`config.mk`:
```
export PLATFORM = sky130hd
export DESIGN_NAME = rename_history_buf
export DESIGN_NICKNAME = d
export VERILOG_FILES = /design/src/rtl/rhb_pkg.sv /design/src/rtl/rhb_store.sv /design/src/rtl/rhb_ctrl.sv /design/src/rtl/rhb_stats.sv /design/src/rtl/rename_history_buf.sv
export SDC_FILE = /design/constraint.sdc
export NUM_CORES = 1
export LEC_CHECK = 0
export BUFFER_PORTS_ARGS = -buffer_cell sky130_fd_sc_hd__buf_2
export CORE_MARGIN = 3
export CORE_UTILIZATION = 30
export DETAILED_ROUTE_END_ITERATION = 12
export PLACE_DENSITY = 0.47
export SYNTH_ARGS = -nofsm -noshare
export SYNTH_HDL_FRONTEND = slang
export SYNTH_SLANG_ARGS = --single-unit
```
`constraint.sdc`:
```
create_clock -name clk -period 8.6 [get_ports clk]
set_clock_uncertainty 0.15 [all_clocks]
set_input_delay 0.86 -clock clk [delete_from_list [all_inputs] [get_ports clk]]
set_output_delay 0.86 -clock clk [all_outputs]
set_load 0.05 [all_outputs]
```
`src/rtl/rhb_pkg.sv`:
```
package rhb_pkg;
  typedef enum logic [1:0] {
    WALK_IDLE   = 2'd0,
    WALK_SQUASH = 2'd1,
    WALK_COMMIT = 2'd2
  } walk_e;
endpackage

```
`src/rtl/rhb_store.sv`:
```
// Circular record array; DEPTH must be a power of two.
module rhb_store #(
  parameter int DEPTH  = 16,
  parameter int SEQ_W  = 16,
  parameter int ARCH_W = 5,
  parameter int PHYS_W = 7
) (
  input  logic              clk,
  input  logic              rst_n,
  input  logic              push,
  input  logic [SEQ_W-1:0]  push_seq,
  input  logic [ARCH_W-1:0] push_arch,
  input  logic [PHYS_W-1:0] push_new,
  input  logic [PHYS_W-1:0] push_prev,
  input  logic              push_hold,
  input  logic              pop_old,
  input  logic              pop_young,
  output logic [SEQ_W-1:0]  old_seq,
  output logic [PHYS_W-1:0] old_prev,
  output logic              old_hold,
  output logic [SEQ_W-1:0]  young_seq,
  output logic [ARCH_W-1:0] young_arch,
  output logic [PHYS_W-1:0] young_new,
  output logic [PHYS_W-1:0] young_prev,
  output logic              young_hold,
  output logic              full,
  output logic              empty
);
  localparam int PTR_W   = (DEPTH > 1) ? $clog2(DEPTH) : 1;
  localparam int CNT_W   = PTR_W + 1;
  localparam int PREV_LO = 1;
  localparam int NEW_LO  = PREV_LO + PHYS_W;
  localparam int ARCH_LO = NEW_LO + PHYS_W;
  localparam int SEQ_LO  = ARCH_LO + ARCH_W;
  localparam int EW      = SEQ_LO + SEQ_W;

  logic [PTR_W-1:0] head_q, head_d, tail_q, tail_d, yidx;
  logic [CNT_W-1:0] count_q, count_d;
  logic [EW-1:0]    push_ent;
  logic [EW-1:0]    slot_rd [DEPTH];

  assign push_ent = {push_seq, push_arch, push_new, push_prev, push_hold};

  generate
    for (genvar i = 0; i < DEPTH; i++) begin : g_slot
      logic          wr_en;
      logic [EW-1:0] slot_q;
      assign wr_en = push && (tail_q == PTR_W'(i));
      always_ff @(posedge clk) begin
        if (wr_en) slot_q <= push_ent;
      end
      assign slot_rd[i] = slot_q;
    end
  endgenerate

  assign yidx = tail_q - PTR_W'(1);

  always_comb begin
    head_d  = head_q;
    tail_d  = tail_q;
    count_d = count_q;
    if (push) begin
      tail_d  = tail_q + PTR_W'(1);
      count_d = count_d + CNT_W'(1);
    end
    if (pop_old) begin
      head_d  = head_q + PTR_W'(1);
      count_d = count_d - CNT_W'(1);
    end else if (pop_young) begin
      tail_d  = yidx;
      count_d = count_d - CNT_W'(1);
    end
  end

  always_ff @(posedge clk or negedge rst_n) begin
    if (!rst_n) begin
      head_q  <= '0;
      tail_q  <= '0;
      count_q <= '0;
    end else begin
      head_q  <= head_d;
      tail_q  <= tail_d;
      count_q <= count_d;
    end
  end

  assign full  = (count_q == CNT_W'(DEPTH));
  assign empty = (count_q == '0);

  assign old_seq    = slot_rd[head_q][SEQ_LO +: SEQ_W];
  assign old_prev   = slot_rd[head_q][PREV_LO +: PHYS_W];
  assign old_hold   = slot_rd[head_q][0];
  assign young_seq  = slot_rd[yidx][SEQ_LO +: SEQ_W];
  assign young_arch = slot_rd[yidx][ARCH_LO +: ARCH_W];
  assign young_new  = slot_rd[yidx][NEW_LO +: PHYS_W];
  assign young_prev = slot_rd[yidx][PREV_LO +: PHYS_W];
  assign young_hold = slot_rd[yidx][0];
endmodule

```
`src/rtl/rhb_ctrl.sv`:
```
module rhb_ctrl
  import rhb_pkg::*;
#(
  parameter int SEQ_W = 16
) (
  input  logic             clk,
  input  logic             rst_n,
  input  logic             sq_valid,
  input  logic [SEQ_W-1:0] sq_seq,
  input  logic             cmt_valid,
  input  logic [SEQ_W-1:0] cmt_seq,
  input  logic             ins_valid,
  input  logic             full,
  input  logic             empty,
  input  logic [SEQ_W-1:0] old_seq,
  input  logic [SEQ_W-1:0] young_seq,
  output logic             push,
  output logic             ins_ready,
  output logic             pop_old,
  output logic             pop_young,
  output logic             busy
);
  walk_e            state_q, state_d;
  logic [SEQ_W-1:0] tgt_q, tgt_in;
  logic             tgt_en;

  always_comb begin
    state_d   = state_q;
    tgt_en    = 1'b0;
    tgt_in    = sq_seq;
    pop_old   = 1'b0;
    pop_young = 1'b0;
    unique case (state_q)
      WALK_IDLE: begin
        if (sq_valid) begin
          state_d = WALK_SQUASH;
          tgt_en  = 1'b1;
          tgt_in  = sq_seq;
        end else if (cmt_valid && !empty && (old_seq <= cmt_seq)) begin
          state_d = WALK_COMMIT;
          tgt_en  = 1'b1;
          tgt_in  = cmt_seq;
        end
      end
      WALK_SQUASH: begin
        if (!empty && (young_seq > tgt_q)) pop_young = 1'b1;
        else                               state_d   = WALK_IDLE;
      end
      WALK_COMMIT: begin
        if (!empty && (old_seq <= tgt_q)) pop_old = 1'b1;
        else                              state_d = WALK_IDLE;
      end
      default: state_d = WALK_IDLE;
    endcase
  end

  assign busy      = (state_q != WALK_IDLE);
  assign ins_ready = !busy && !full && !sq_valid && !cmt_valid;
  assign push      = ins_valid && ins_ready;

  always_ff @(posedge clk or negedge rst_n) begin
    if (!rst_n) state_q <= WALK_IDLE;
    else        state_q <= state_d;
  end

  always_ff @(posedge clk) begin
    if (tgt_en) tgt_q <= tgt_in;
  end
endmodule

```
`src/rtl/rhb_stats.sv`:
```
module rhb_stats #(
  parameter int NUM   = 4,
  parameter int CNT_W = 16
) (
  input  logic                      clk,
  input  logic                      rst_n,
  input  logic [NUM-1:0]            inc,
  output logic [NUM-1:0][CNT_W-1:0] cnt
);
  generate
    for (genvar k = 0; k < NUM; k++) begin : g_cnt
      logic [CNT_W-1:0] cnt_q, cnt_d;
      always_comb cnt_d = cnt_q + CNT_W'(1);
      always_ff @(posedge clk or negedge rst_n) begin
        if (!rst_n)      cnt_q <= '0;
        else if (inc[k]) cnt_q <= cnt_d;
      end
      assign cnt[k] = cnt_q;
    end
  endgenerate
endmodule

```
`src/rtl/rename_history_buf.sv`:
```
module rename_history_buf #(
  parameter int DEPTH  = 16,
  parameter int SEQ_W  = 16,
  parameter int ARCH_W = 5,
  parameter int PHYS_W = 7,
  parameter int CNT_W  = 16
) (
  input  logic              clk,
  input  logic              rst_n,
  input  logic              ins_valid,
  input  logic [SEQ_W-1:0]  ins_seq,
  input  logic [ARCH_W-1:0] ins_arch,
  input  logic [PHYS_W-1:0] ins_new,
  input  logic [PHYS_W-1:0] ins_prev,
  input  logic              ins_hold,
  output logic              ins_ready,
  input  logic              cmt_valid,
  input  logic [SEQ_W-1:0]  cmt_seq,
  input  logic              sq_valid,
  input  logic [SEQ_W-1:0]  sq_seq,
  output logic              map_we,
  output logic [ARCH_W-1:0] map_arch,
  output logic [PHYS_W-1:0] map_phys,
  output logic              free_we,
  output logic [PHYS_W-1:0] free_phys,
  output logic              busy,
  output logic              full,
  output logic [CNT_W-1:0]  cnt_hold,
  output logic [CNT_W-1:0]  cnt_commit,
  output logic [CNT_W-1:0]  cnt_undo,
  output logic [CNT_W-1:0]  cnt_undo_valid
);
  localparam int NUM_CNT = 4;

  logic              push, pop_old, pop_young, empty;
  logic [SEQ_W-1:0]  old_seq, young_seq;
  logic [PHYS_W-1:0] old_prev, young_new, young_prev;
  logic              old_hold, young_hold;
  logic              undo_real, commit_real;
  logic [NUM_CNT-1:0]            cnt_inc;
  logic [NUM_CNT-1:0][CNT_W-1:0] cnt_all;

  rhb_store #(
    .DEPTH(DEPTH), .SEQ_W(SEQ_W), .ARCH_W(ARCH_W), .PHYS_W(PHYS_W)
  ) u_store (
    .clk        (clk),
    .rst_n      (rst_n),
    .push       (push),
    .push_seq   (ins_seq),
    .push_arch  (ins_arch),
    .push_new   (ins_new),
    .push_prev  (ins_prev),
    .push_hold  (ins_hold),
    .pop_old    (pop_old),
    .pop_young  (pop_young),
    .old_seq    (old_seq),
    .old_prev   (old_prev),
    .old_hold   (old_hold),
    .young_seq  (young_seq),
    .young_arch (map_arch),
    .young_new  (young_new),
    .young_prev (young_prev),
    .young_hold (young_hold),
    .full       (full),
    .empty      (empty)
  );

  rhb_ctrl #(.SEQ_W(SEQ_W)) u_ctrl (
    .clk       (clk),
    .rst_n     (rst_n),
    .sq_valid  (sq_valid),
    .sq_seq    (sq_seq),
    .cmt_valid (cmt_valid),
    .cmt_seq   (cmt_seq),
    .ins_valid (ins_valid),
    .full      (full),
    .empty     (empty),
    .old_seq   (old_seq),
    .young_seq (young_seq),
    .push      (push),
    .ins_ready (ins_ready),
    .pop_old   (pop_old),
    .pop_young (pop_young),
    .busy      (busy)
  );

  assign undo_real   = pop_young && !young_hold;
  assign commit_real = pop_old && !old_hold;

  assign map_we    = undo_real;
  assign map_phys  = young_prev;
  assign free_we   = undo_real || commit_real;
  assign free_phys = pop_young ? young_new : old_prev;

  assign cnt_inc = {undo_real, pop_young, commit_real, push && ins_hold};

  rhb_stats #(.NUM(NUM_CNT), .CNT_W(CNT_W)) u_stats (
    .clk   (clk),
    .rst_n (rst_n),
    .inc   (cnt_inc),
    .cnt   (cnt_all)
  );

  assign cnt_hold       = cnt_all[0];
  assign cnt_commit     = cnt_all[1];
  assign cnt_undo       = cnt_all[2];
  assign cnt_undo_valid = cnt_all[3];
endmodule

```
Word level (Yosys, flattened, before mapping)
Index checks and enable logic that the tools add are counted.
W data, S select, Z words.
- register bits after elaboration: 671
- output and inout port bits: 88
- logic and storage cells: 130
- add/sub/neg operators: 9
- $lt $le $gt $ge: 5
- equality and inequality tests: 21
- mux-type cells: 28
- bitwise logic cells: 2
- reduce and logical (&&, ||, !) cells: 40
- operators with widths (operator ; number):
    $bmux W36 S4 ; 2
    $mux W36 ; 4
    $add A16 B1 Y16 const B ; 4
    $mux W16 ; 3
    $eq A4 B4 Y1 const B ; 8
    $le A16 B16 Y1 ; 2
    $logic_and A1 B1 Y1 ; 27
    $eq A4 B3 Y1 const B ; 4
    $gt A16 B16 Y1 ; 1
    $mux W5 ; 3
    $mux W4 ; 3
    $ge A5 B5 Y1 const B ; 2
    $not A4 Y5 ; 2
    $add A4 B1 Y4 const B ; 2
    $eq A4 B2 Y1 const B ; 2
    $mux W2 ; 4
    $logic_not A1 Y1 ; 7
    $mux W1 ; 7
    $mux W7 ; 1
    $pmux W2 S3 ; 1
    $add A5 B1 Y5 const B ; 1
    $eq A5 B5 Y1 const B ; 1
    $logic_not A5 Y1 ; 1
    $sub A5 B1 Y5 const B ; 1
    other kinds (11) ; 12

Depth between registers and ports, before layout
- word-level depth: 11
- gate-level depth with buffers: 20
- depth with buffers taken out: 13

By module
Synthesis repeated with hierarchy kept, for this count alone.
- cell total of the unflattened synthesis: 1666
- area, all modules: 30471.7 sq um
- by module, submodules not included (module ; times used ; cells an instance ; area each (sq um) ; sequential area each (sq um)):
    rhb_store ; 1 ; 1217 ; 25633.3 ; 17621.9
    rhb_stats ; 1 ; 230 ; 2752.6 ; 1601.5
    rhb_ctrl ; 1 ; 207 ; 1963.1 ; 530.5
    rename_history_buf ; 1 ; 12 ; 122.6 ; 0.0

Least setup slack after synthesis
No wires, ideal clock.
- path type: register to output
- start point: reg u_store.tail_q[0]
- end point: out free_phys[0]
- data arrival time: 6.130 ns
- path slack: 1.460 ns
- cell stages (with the launch flop): 21
- path buffers: 8
- cell sequence: dfrtp_1 buf_2 buf_2 buf_2 inv_1 ha_1 clkbuf_1 clkbuf_1 clkbuf_1 mux4_2 mux4_2 ha_1 a21oi_1 o21ai_0 a21o_1 a221o_1 o21ai_0 clkbuf_1 buf_1 nor2_1 a21oi_1
- cells in the longest elaborated chain, start to end: 10
- ends and longest elaborated chain (element ; line ; text):
    from (decl) ; rhb_store.sv:37 ; logic [PTR_W-1:0] head_q, head_d, tail_q, tail_d, yidx;
    from (signal assigned) ; rhb_store.sv:82 ; tail_q <= tail_d;
    $sub A4 B1 Y4 * ; rhb_store.sv:56 ; assign yidx = tail_q - PTR_W'(1);
    $not A4 Y5 (implied by the code) * ; rhb_store.sv:93, rhb_store.sv:95 ;
    $bmux W36 S4 * ; rhb_store.sv:93, rhb_store.sv:95 ;
    $mux W36 (implied by the code) * (2 in series) ; rhb_store.sv:93 ; assign young_seq = slot_rd[yidx][SEQ_LO +: SEQ_W];
    $gt A16 B16 Y1 ; rhb_ctrl.sv:46 ; if (!empty && (young_seq > tgt_q)) pop_young = 1'b1;
    $logic_and A1 B1 Y1 ; rhb_ctrl.sv:46 ;
    $mux W1 ; rhb_ctrl.sv:46 ;
    $mux W1 ; rhb_ctrl.sv:33 ; unique case (state_q)
    $mux W7 * ; rename_history_buf.sv:93 ; assign free_phys = pop_young ? young_new : old_prev;
    to (decl) ; rename_history_buf.sv:25 ; output logic [PHYS_W-1:0] free_phys,
Mark *: on every way between the ends. The rest lies on a longest branch, timed or not. The select of a mux whose other input is x is not followed.

Worst setup path after layout
- start point: reg u_store.tail_q[0]
- end point: out free_phys[3]
Same word-level chain as after synthesis.

==> flow_metrics.tcl <==
set metrics [dict create \
    reg2regPathDepth 14 \
    portBuffers 160 \
    path_delay_family "adder cells" \
    slew_viol_final 0 \
    vias 16794 \
    cts_inserted_buffers 81 \
    initial_utilization_pct 30.30 \
    p_int_uw 7991 \
    layout.nets 1968 \
    regToRegStartpoint "u_store.tail_q[0]" \
    fillers 9398 \
    viasPerCell 5.250 \
    crit_fanout 59 \
    max_cap_violations 0 \
    holdWs_ps 51.35 \
    synthAdderAreaFrac_pct 2.515 \
    grt_max_degree 60 \
    cts_sinks 671 \
    p_leak_uw 0.01247 \
    async_reset_ff_share_pct 11.77 \
    postRouteAntennaNets 0 \
    min_path_type "in2async" \
    seq_area_frac_synth_pct 65.09 \
    first_pass_iters 7 \
    fmax_mhz 133.5 \
    fin_crit_sh_pct 87.12 \
    path_class "reg2out" \
    root_buffer "clkbuf_16" \
    syn_nets 1770 \
    yosys.area.top_type_share_pct 58.58 \
    dpl_cell_area_sq_um 32910 \
    htreeDepth 3 \
    post_cts_buffers 0 \
    critPathRequiredTime_ps 7590 \
    ys_ff_latch 671 \
    cts_hold_buf 0 \
    path_buf_inv 3 \
    synth_compound_gate_area_share_pct 3.141 \
    seqPwrFrac_pct 31.4 \
    yosysUniqueCellTypes 59 \
    path_common_cell "mux4_2" \
    avgRoutedWirePerCell_microns 27.06 \
    synth-simple-area-share_pct 3.710 \
    multi_input_area_sq_um 10190 \
    drive_gt1_share_pct 32.75 \
    cp-start-kind "flip-flop" \
    drc 0 \
    swShare_pct 37.01 \
    design.core.area_sq_um 100100 \
    clkTransAtPathRegs_ps 60 \
    cp_cell_sequence "inv_1 -> ha_4 -> buf_4 -> mux4_2 -> mux4_2 -> ha_1 -> nand4_1 -> nor2_1 -> a21o_1 -> a221o_1 -> o21ai_4 -> mux2_2 -> buf_2" \
    dr.first_iter.drc_count 1571 \
    fin_setup_tns_ps 0 \
    cts_tree "yes" \
    yosys.area.top_type "edfxtp_1" \
    layout_common_cells "edfxtp_1 (592), mux4_2 (241), buf_2 (159)" \
    num_rows 116 \
    regArea_sq_um 19770 \
    cellPowerDensity_nw_per_um2 356.3 \
    synth_top_family_by_area "multiplexers" \
    status "completed" \
    cp-startpoint "u_store.tail_q[0]" \
    die_w_microns 324.1 \
    rrSetupSlack_ps 2410 \
    ctsResizeCount 0 \
    synth-edff-count 592 \
    pwr-share-comb_pct 41.5 \
    vdd_drop_max_mv 0.4566 \
    worst_path_largest_cell_delay_ps 950 \
    gp_congestion 0.7712 \
    hold_violations 0 \
    clkPwrFrac_pct 27.1 \
    synth_xor_area_share_pct 2.218 \
    gr-total-overflow 0 \
    io_pins 161 \
    setup_viol 0 \
    netlist_area_sq_um 30350 \
    clk_latency_ps 650 \
    tightest_slew_ps 1204 \
    post_synth_mux_area_share_pct 21.46 \
    drt_wl_total_microns 86570 \
    fin_util_pct 35.55 \
    cp.arrival_ps 6480 \
    dieArea_sq_um 105000 \
    first_global_vias 17533 \
    netlist_instances 1636 \
    grt_usage_pct 16.48 \
    clockBufferDepth 3 \
    ys.flop_type "edfxtp_1" \
    synthTopCellsByArea "edfxtp_1 (59%), mux4_2 (18%), dfrtp_1 (6.5%)" \
    slew_headroom_pct 19.73 \
    final_area_sq_um 35610 \
    end_kind "output pin" \
    min_period_ps 7492 \
    dp_hpwl_microns 51690 \
    final_common_cell "edfxtp_1" \
    grt_pass1_wl_microns 124800 \
    rsz0062_at_grt "no" \
    yosysWarnings 0 \
    area_growth_pct 17.32 \
    r2r-end "u_store.tail_q[2]" \
    p_switching_uw 4696 \
    antenna_found_initial 15 \
    die_h_microns 324.1 \
    slowest_stage "dfrtp_4" \
    syn_avg_cell_area_sq_um 18.55 \
]
-- worst max path at each step --
| stage | to | slack (ps) | cells past startpoint |
|---|---|---|---|
| global route | free_phys[2] | 740 | 13 |
| finish | free_phys[3] | 1110 | 13 |
| detailed placement | free_phys[3] | 1620 | 13 |
| CTS | free_phys[3] | 940 | 13 |
| global placement | free_phys[4] | 1780 | 13 |
| floorplan | free_phys[0] | 1460 | 20 |
-- final cells by class --
| cell class | instances | share of cell area, % |
|---|---|---|
| Sequential cell | 671 | 55.51 |
| Tap cell | 1298 | 4.561 |
| Clock buffer | 94 | 5.914 |
| Inverter | 49 | 0.5166 |
| Timing Repair Buffer | 203 | 3.233 |
| Multi-Input combinational cell | 828 | 28.61 |
| Antenna cell | 5 | 0.03514 |
| Clock inverter | 51 | 1.616 |
-- state kept, by name, summed over array words and instances (netlist names) --
register and flops:
u_store.g_slot.slot_q 576, u_stats.g_cnt.cnt_q 64, u_ctrl.state_q 2, u_store.head_q 4, u_ctrl.tgt_q 16, u_store.tail_q 4, u_store.count_q 5
-- Yosys cell counts, drive strengths merged, types with 14 or more instances --
| cell type | n |
|---|---|
| a21o | 14 |
| a21oi | 26 |
| a221oi | 37 |
| a22oi | 15 |
| and3 | 20 |
| buf | 44 |
| clkbuf | 44 |
| dfrtp | 79 |
| edfxtp | 592 |
| ha | 61 |
| inv | 49 |
| mux2 | 25 |
| mux2i | 75 |
| mux4 | 243 |
| nand2 | 54 |
| nand3 | 25 |
| nand4 | 21 |
| nor2 | 38 |
| nor3 | 20 |
| o21ai | 24 |
| xnor2 | 43 |
| xor2 | 33 |
-- power by group through the flow --
stage | registers [uW] | logic (uW) | clock network, uW
final | 3980 | 5270 | 3440
after global routing | 4010 | 5670 | 3690
after CTS | 3990 | 5380 | 3540
after detailed placement | 4050 | 5360 | 0
after global placement | 4050 | 5350 | 0
after floorplan | 3950 | 3810 | 0
-- logic make-up (layout without fill, tap and decap cells) --
group	count (synthesis)	count (layout)
compound gates	133	133
flops	671	671
buf+inv	137	397
mux	343	343
xor+xnor	76	76
fa+ha+maj	61	61
simple gates	215	215
other cells	0	5
-- per-stage QoR --
step                      setup slack [ps]  power, uW  instances
after global routing                 736.0      13370       3194
after global placement                1777       9398       3049
after detailed placement              1623       9413       3049
final                                 1108      12690       3199
after CTS                            940.7      12910       3194
after floorplan                       1460       7764       1636
-- worst reg2reg max path, delay by kind of cell, from the launching register on --
kind	cells	cell delay, ps
AO/OA/AOI/OAI	4	1310
AND/OR/NAND/NOR	2	170
flip-flops	1	950
multiplexers	2	870
buffers and inverters	3	1150
adder cells (fa/ha/maj)	2	1280
XOR/XNOR	1	170
-- routing by layer --
metal	vias up	global-route usage (%)	routed length [microns]
li1	7169	-	-
met1	8915	21.98	36640
met2	583	27.37	42230
met3	121	3.675	5793
met4	6	4.134	1862
met5	-	0	41
Power figures use the tool's default switching activity.
